<file path="src/rtl/dev_event_queue.sv">
module dev_event_queue #(
  parameter int          DEPTH       = 8,
  parameter int          SLOTS       = 4,
  parameter int          ADDR_W      = 64,
  parameter logic [15:0] REC_LEN     = 16'd40,
  parameter logic [15:0] EV_RSV_STBY = 16'h0301,
  parameter logic [15:0] EV_STBY_CFG = 16'h0302,
  parameter logic [15:0] EV_CFG_STBY = 16'h0304,
  parameter logic [15:0] EV_STBY_RSV = 16'h0308,
  localparam int         SLOT_W      = (SLOTS > 1) ? $clog2(SLOTS) : 1
) (
  input  logic              clk,
  input  logic              rst_n,
  input  logic              err_push,
  input  logic [15:0]       err_code,
  input  logic [31:0]       err_fid,
  input  logic [31:0]       err_fh,
  input  logic [31:0]       err_qual,
  input  logic [ADDR_W-1:0] err_addr,
  input  logic              attach_req,
  input  logic              detach_req,
  input  logic              cfg_req,
  input  logic              cfg_val,
  input  logic [SLOT_W-1:0] dev_slot,
  input  logic [31:0]       dev_fid,
  input  logic [31:0]       dev_fh,
  output logic              seq_busy,
  input  logic              pop_req,
  output logic              has_event,
  output logic              pop_done,
  output logic              pop_status,
  output logic [15:0]       rec_len,
  output logic [7:0]        rec_class,
  output logic [15:0]       rec_code,
  output logic [31:0]       rec_fid,
  output logic [31:0]       rec_fh,
  output logic [31:0]       rec_qual,
  output logic [ADDR_W-1:0] rec_addr,
  output logic              notify,
  output logic              ovf,
  input  logic              ovf_clr
);
  localparam int PTR_W = (DEPTH > 1) ? $clog2(DEPTH) : 1;
  localparam int CNT_W = $clog2(DEPTH + 1);
  localparam int AB    = ADDR_W / 8;

  typedef enum logic [2:0] {S_IDLE, S_ATT_A, S_ATT_B, S_DET_A, S_DET_B} seq_t;

  // queue storage
  logic              q_err  [DEPTH];
  logic [15:0]       q_code [DEPTH];
  logic [31:0]       q_fid  [DEPTH];
  logic [31:0]       q_fh   [DEPTH];
  logic [31:0]       q_qual [DEPTH];
  logic [ADDR_W-1:0] q_addr [DEPTH];
  logic [PTR_W-1:0]  wptr, rptr;
  logic [CNT_W-1:0]  count;

  // slot table and sequencer
  logic [31:0]       t_fid [SLOTS];
  logic [31:0]       t_fh  [SLOTS];
  logic              t_cfg [SLOTS];
  seq_t              st;
  logic [SLOT_W-1:0] slot;

  // held error
  logic              hold_v;
  logic [15:0]       h_code;
  logic [31:0]       h_fid, h_fh, h_qual;
  logic [ADDR_W-1:0] h_addr;

  // push source
  logic              p_v, p_err;
  logic [15:0]       p_code, seq_code;
  logic [31:0]       p_fid, p_fh, p_qual;
  logic [ADDR_W-1:0] p_addr;

  // native record registers
  logic [15:0]       rd_code;
  logic [31:0]       rd_fid, rd_fh, rd_qual;
  logic [ADDR_W-1:0] rd_addr;

  logic full, pop_ok, push_ok, drop, err_blocked, seq_go;

  assign full        = (count == CNT_W'(DEPTH));
  assign has_event   = (count != '0);
  assign pop_ok      = pop_req && has_event;
  assign push_ok     = p_v && (!full || pop_ok);
  assign drop        = p_v && !push_ok;
  assign seq_busy    = (st != S_IDLE);
  assign seq_go      = seq_busy && !hold_v;
  assign err_blocked = err_push && (hold_v || seq_busy);

  always_comb begin
    case (st)
      S_ATT_A: seq_code = EV_RSV_STBY;
      S_ATT_B: seq_code = EV_STBY_CFG;
      S_DET_A: seq_code = EV_CFG_STBY;
      default: seq_code = EV_STBY_RSV;
    endcase
  end

  always_comb begin
    p_v = 1'b0; p_err = 1'b1; p_code = err_code; p_fid = err_fid;
    p_fh = err_fh; p_qual = err_qual; p_addr = err_addr;
    if (hold_v) begin
      p_v = 1'b1; p_code = h_code; p_fid = h_fid;
      p_fh = h_fh; p_qual = h_qual; p_addr = h_addr;
    end else if (seq_busy) begin
      p_v = 1'b1; p_err = 1'b0; p_code = seq_code; p_fid = t_fid[slot];
      p_fh = t_fh[slot]; p_qual = '0; p_addr = '0;
    end else if (err_push) begin
      p_v = 1'b1;
    end
  end

  always_ff @(posedge clk) begin
    if (push_ok) begin
      q_err[wptr]  <= p_err;
      q_code[wptr] <= p_code;
      q_fid[wptr]  <= p_fid;
      q_fh[wptr]   <= p_fh;
      q_qual[wptr] <= p_qual;
      q_addr[wptr] <= p_addr;
    end
    if (err_blocked) begin
      h_code <= err_code; h_fid <= err_fid; h_fh <= err_fh;
      h_qual <= err_qual; h_addr <= err_addr;
    end
  end

  always_ff @(posedge clk) begin
    if (!rst_n) begin
      wptr <= '0; rptr <= '0; count <= '0;
      notify <= 1'b0; ovf <= 1'b0; hold_v <= 1'b0;
      pop_done <= 1'b0; pop_status <= 1'b0; rec_class <= '0;
      rd_code <= '0; rd_fid <= '0; rd_fh <= '0; rd_qual <= '0; rd_addr <= '0;
    end else begin
      if (push_ok) wptr <= (wptr == PTR_W'(DEPTH - 1)) ? '0 : wptr + 1'b1;
      if (pop_ok)  rptr <= (rptr == PTR_W'(DEPTH - 1)) ? '0 : rptr + 1'b1;
      count  <= count + CNT_W'(push_ok) - CNT_W'(pop_ok);
      notify <= push_ok;
      hold_v <= err_blocked;
      if (drop)         ovf <= 1'b1;
      else if (ovf_clr) ovf <= 1'b0;
      pop_done <= pop_req;
      if (pop_req) begin
        if (pop_ok) begin
          pop_status <= 1'b0;
          rec_class  <= q_err[rptr] ? 8'd1 : 8'd2;
          rd_code <= q_code[rptr]; rd_fid <= q_fid[rptr]; rd_fh <= q_fh[rptr];
          rd_qual <= q_qual[rptr]; rd_addr <= q_addr[rptr];
        end else begin
          pop_status <= 1'b1;
          rec_class  <= '0;
          rd_code <= '0; rd_fid <= '0; rd_fh <= '0; rd_qual <= '0; rd_addr <= '0;
        end
      end
    end
  end

  always_ff @(posedge clk) begin
    if (!rst_n) begin
      st <= S_IDLE;
      slot <= '0;
      for (int i = 0; i < SLOTS; i++) begin
        t_fid[i] <= '0; t_fh[i] <= '0; t_cfg[i] <= 1'b0;
      end
    end else if (st == S_IDLE) begin
      if (attach_req) begin
        slot <= dev_slot;
        t_fid[dev_slot] <= dev_fid;
        t_fh[dev_slot]  <= dev_fh;
        t_cfg[dev_slot] <= 1'b1;
        st <= S_ATT_A;
      end else if (detach_req) begin
        slot <= dev_slot;
        st <= t_cfg[dev_slot] ? S_DET_A : S_DET_B;
      end else if (cfg_req) begin
        t_cfg[dev_slot] <= cfg_val;
      end
    end else if (seq_go) begin
      case (st)
        S_ATT_A: st <= S_ATT_B;
        S_DET_A: begin
          t_cfg[slot] <= 1'b0;
          st <= S_DET_B;
        end
        S_DET_B: begin
          t_fid[slot] <= '0; t_fh[slot] <= '0; t_cfg[slot] <= 1'b0;
          st <= S_IDLE;
        end
        default: st <= S_IDLE;
      endcase
    end
  end

  // big-endian byte images: output byte 0 carries the top byte
  for (genvar b = 0; b < 2; b++) begin : g_be16
    assign rec_len[8*b +: 8]  = REC_LEN[15-8*b -: 8];
    assign rec_code[8*b +: 8] = rd_code[15-8*b -: 8];
  end
  for (genvar b = 0; b < 4; b++) begin : g_be32
    assign rec_fid[8*b +: 8]  = rd_fid[31-8*b -: 8];
    assign rec_fh[8*b +: 8]   = rd_fh[31-8*b -: 8];
    assign rec_qual[8*b +: 8] = rd_qual[31-8*b -: 8];
  end
  for (genvar b = 0; b < AB; b++) begin : g_bea
    assign rec_addr[8*b +: 8] = rd_addr[ADDR_W-1-8*b -: 8];
  end
endmodule


</file>
<file path="config.mk">
export PLATFORM = sky130hd
export DESIGN_NAME = dev_event_queue
export DESIGN_NICKNAME = d
export VERILOG_FILES = /design/src/rtl/dev_event_queue.sv
export SDC_FILE = /design/constraint.sdc
export NUM_CORES = 2
export LEC_CHECK = 0
export CAP_MARGIN = 20
export CORE_MARGIN = 4
export CORE_UTILIZATION = 44
export DETAILED_ROUTE_END_ITERATION = 10
export PLACE_DENSITY_LB_ADDON = 0.25
export SKIP_CTS_REPAIR_TIMING = 1
export SYNTH_ARGS = -nofsm -noshare
export SYNTH_HDL_FRONTEND = slang
export SYNTH_SLANG_ARGS = --single-unit
</file>
<file path="constraint.sdc">
create_clock -name clk -period 23 [get_ports clk]
set_input_delay 4.6 -clock clk [delete_from_list [all_inputs] [get_ports clk]]
set_output_delay 4.6 -clock clk [all_outputs]
set_load 0.01 [all_outputs]
</file>
==> impl_results.md <==
* HPWL after detailed placement at 105200 um
* Register area at 59670 sq um
* Top cell family by delay on the critical path: buffers and inverters
* Leak at 30.35 nW
* IO Pins at 457
* CP max-delay cell: dfxtp_1
* Share of post-route cells with drive strength above 1 at 16.84%
* Max Slew Vio Count at 0
* Critical Path AT at 3.12 ns
* Via count at 40082
* Max Clock Freq at 0.1295 GHz
* Post-layout min period at 7.721 ns
* Req. time, crit path at 18.40 ns
* Async SR Flop Fraction at 0%
* WS Path Type: reg2out
* I/O Buffers at 434
* Combinational share of power at 19.2%
* Worst Hold Class: reg2reg
* Number of global-route vias before repair at 41047
* Clk_skew at 0.02809 ns
* Sw Pwr at 2.666 mW
* Avg WL per Cell at 24.41 um
* Synthesized cell area at 79890 sq um
* Area Overhead vs Synth at 17.31%
* RSZ-0062 raised after global routing: no
* Mux contribution to synthesized area at 14.91%
* Most frequent cells in the layout: edfxtp_1, clkdlybuf4s50_1, mux4_2
* Largest family of logic cells by synthesized area: multiplexers
* Grt met3 use at 3.061%
* Pint at 7.367 mW
* Routability congestion estimate at 0.7354
* Avg Cell Area, Syn at 17.88 sq um
* Yosys cell types at 54
* Worst r2r src: st[2]
* DR pass1 iterations at 5
* Ys Warns at 0
* Starting DRT DRC Count at 2977
* Initial Util at 44.20%
* Area of the multi-input gates at 18110 sq um
* Hold path start: t_cfg[1]
* DRT antenna net count at 0
* Net Sw Frac at 26.57%
* Crit. End Element: output port
* Die height at 434.1 um
* Clock share of power at 32.5%
* Largest net degree at the start of global routing at 152
* Fill cell count at 14654
* # placed instances at 7074
* CTS tree: done
* # Max-Cap Violations at 0
* Nets at 5222
* Crit path launch: st[2]
* First-pass GRT wire length at 270600 um
* Post-Synth XOR/XNOR Area at 0.02193%
* FF-to-FF path depth at 7
* CP max FO at 27
* Seq cells post-synth at 2055
* Gr ovfl total at 0
* Via-per-instance ratio at 5.334
* Clock Pin Slew Worst Setup and Hold Paths at 0.06 ns
* Placeable Area at 180700 sq um
* Max clock buf depth at 3
* Row count at 156
* Status: finished clean
* Residual DRC at 0
* Busiest grt layer: met2
* Compound-Gate Fraction of Synth Area at 2.805%
* Syn Inst Count at 4469
* Worst-Skew Late Latency at 0.83 ns
* Synth Flop Type: edfxtp_1
* Hold Vio Cnt, Final at 0
* Number of setup violations in the final report at 0
* Final std cells w/o fill at 7514
* Antenna violations before repair at 9
* Post-Route WL at 183400 um
* TritonCTS Buffers at 210
* Pwr/cell area at 107.1 nW/um^2
* Met2 track demand over resource at 33.09%
* Clk root buf: clkbuf_16
* GRT Resource Usage Total at 19.37%
* Headroom to the max-slew limit at 25.44%
* Post-synth EDFFs at 1849
* Worst Max-Slew Pin Slew at 1.107 ns
* Startpoint types: flip-flop
* Worst path depth at 3
* Buf/Inv on CP at 2
* Hold slack at 0.4681 ns
* Final period utilization at 33.57%
* Slowest Stage Delay on Critical Path at 0.88 ns
* Maximum VDD drop at 128.9 uV
* Hold depth at 2
* Die area at 188400 sq um
* Commonest non-fill, non-tap cell in the layout: edfxtp_1
* Crit-path cells: nor3_4 -> inv_4 -> clkdlybuf4s50_1
* Sequential fraction of the synthesis area at 74.66%
* Simple-gate share of the synthesized area at 4.511%
* Sink Count at 2055
* Seq pwr share at 48.3%
* CTS H-tree depth at 4
* Met1 Usage GRT at 25.50%
* Synth Area in Adders at 0.1817%
* Die X at 434.1 um
-- per-layer routing --
| metal | up-vias | share of wire [%] | routed length (um) |
|---|---|---|---|
| met5 | - | 0 | 0 |
| met4 | 0 | 2.9 | 5391 |
| met3 | 242 | 5.0 | 9135 |
| met2 | 1056 | 51 | 93590 |
| met1 | 20646 | 41 | 75310 |
| li1 | 18138 | - | - |
-- final timing paths --
check / slack (ns) / to
worst max-delay path: 15.28 / seq_busy
worst min-delay path: 0.47 / t_cfg[1]
worst max register to register: 18.64 / q_fid[6][18]
worst min register to register: 0.47 / t_cfg[1]
-- cell usage after synthesis, drive strengths merged, types with 2 or more instances --
| cell type | count | area [sq um] |
|---|---|---|
| a21o | 2 | 15.01 |
| nor2b | 5 | 31.28 |
| o21ai | 176 | 884.6 |
| inv | 254 | 953.4 |
| clkbuf | 143 | 536.8 |
| nor4b | 3 | 26.28 |
| ha | 10 | 125.1 |
| o22ai | 177 | 1107 |
| o211ai | 2 | 15.01 |
| nor3 | 6 | 35.03 |
| a21oi | 18 | 90.09 |
| nand2 | 364 | 1366 |
| o31ai | 2 | 28.78 |
| dfxtp | 206 | 4124 |
| and2 | 181 | 1132 |
| edfxtp | 1849 | 55520 |
| conb | 2 | 7.510 |
| nor3b | 2 | 15.01 |
| o41ai | 2 | 17.52 |
| nand2b | 3 | 18.77 |
| a2bb2oi | 2 | 17.52 |
| nand3 | 2 | 10.01 |
| or3 | 5 | 36.28 |
| mux4 | 419 | 9437 |
| nand3b | 4 | 30.03 |
| mux2i | 247 | 2472 |
| buf | 147 | 825.8 |
| a21boi | 2 | 15.01 |
| nor4 | 2 | 12.51 |
| nor2 | 218 | 843.3 |
-- state kept, by name, summed over array words and instances (netlist names), 4 cells and up, named ones only --
name and count:
h_code 16, t_cfg 4, q_fid 256, rd_fh 32, q_code 128, rd_fid 32
count 4, h_addr 64, q_addr 512, h_qual 32, rd_code 16, q_fh 256
rd_addr 64, h_fh 32, rd_qual 32, t_fh 128, h_fid 32, q_err 8
t_fid 128, q_qual 256
-- cells by family (layout without fill, tap and decap cells) --
logic type | after synthesis | in the layout
compound gates | 389 | 389
xor+xnor | 2 | 2
fa+ha+maj | 11 | 11
buf+inv | 544 | 1197
flops | 2055 | 2055
mux | 666 | 666
other cells | 2 | 24
simple gates | 800 | 800
-- metrics by stage --
| stage | utilization [%] | worst slack, ns | instance area [sq um] | setup TNS, ns | power, mW |
|---|---|---|---|---|---|
| global placement | 47.95 | 14.84 | 86670 | 0 | 6.848 |
| floorplan | - | -1.213 | 79960 | -429.29 | 6.243 |
| CTS | 51.65 | 15.19 | 93360 | 0 | 10.16 |
| detailed placement | 47.97 | 14.84 | 86710 | 0 | 6.889 |
| finish | 51.85 | 15.28 | 93720 | 0 | 10.03 |
| global route | 51.85 | 15.18 | 93720 | 0 | 10.49 |
-- final cells by class --
type                    count  area share (%)
inverters                 254           1.020
clock buffers             274           6.038
flip-flops and latches   2055           63.67
well taps                2370           3.164
clock inverters           120           1.052
multi-input cells        1890           19.33
repair buffers            549           5.725
diodes                      2        0.005340
-- worst min-delay path: cells and delay by family, from the launching register on --
| kind | cells | cell delay [ns] |
|---|---|---|
| flip-flops | 1 | 0.31 |
| multiplexers | 1 | 0.05 |
| AND/OR/NAND/NOR | 1 | 0.05 |
-- power by group through the flow --
stage,Sequential (mW),Combinational [mW],Clock (mW)
floorplan,5.06,1.19,0
global placement,4.91,1.94,0
detailed placement,4.93,1.96,0
CTS,4.86,1.96,3.35
global route,4.89,2.09,3.51
finish,4.84,1.93,3.26
No activity file was read; power rests on OpenSTA's default activity.
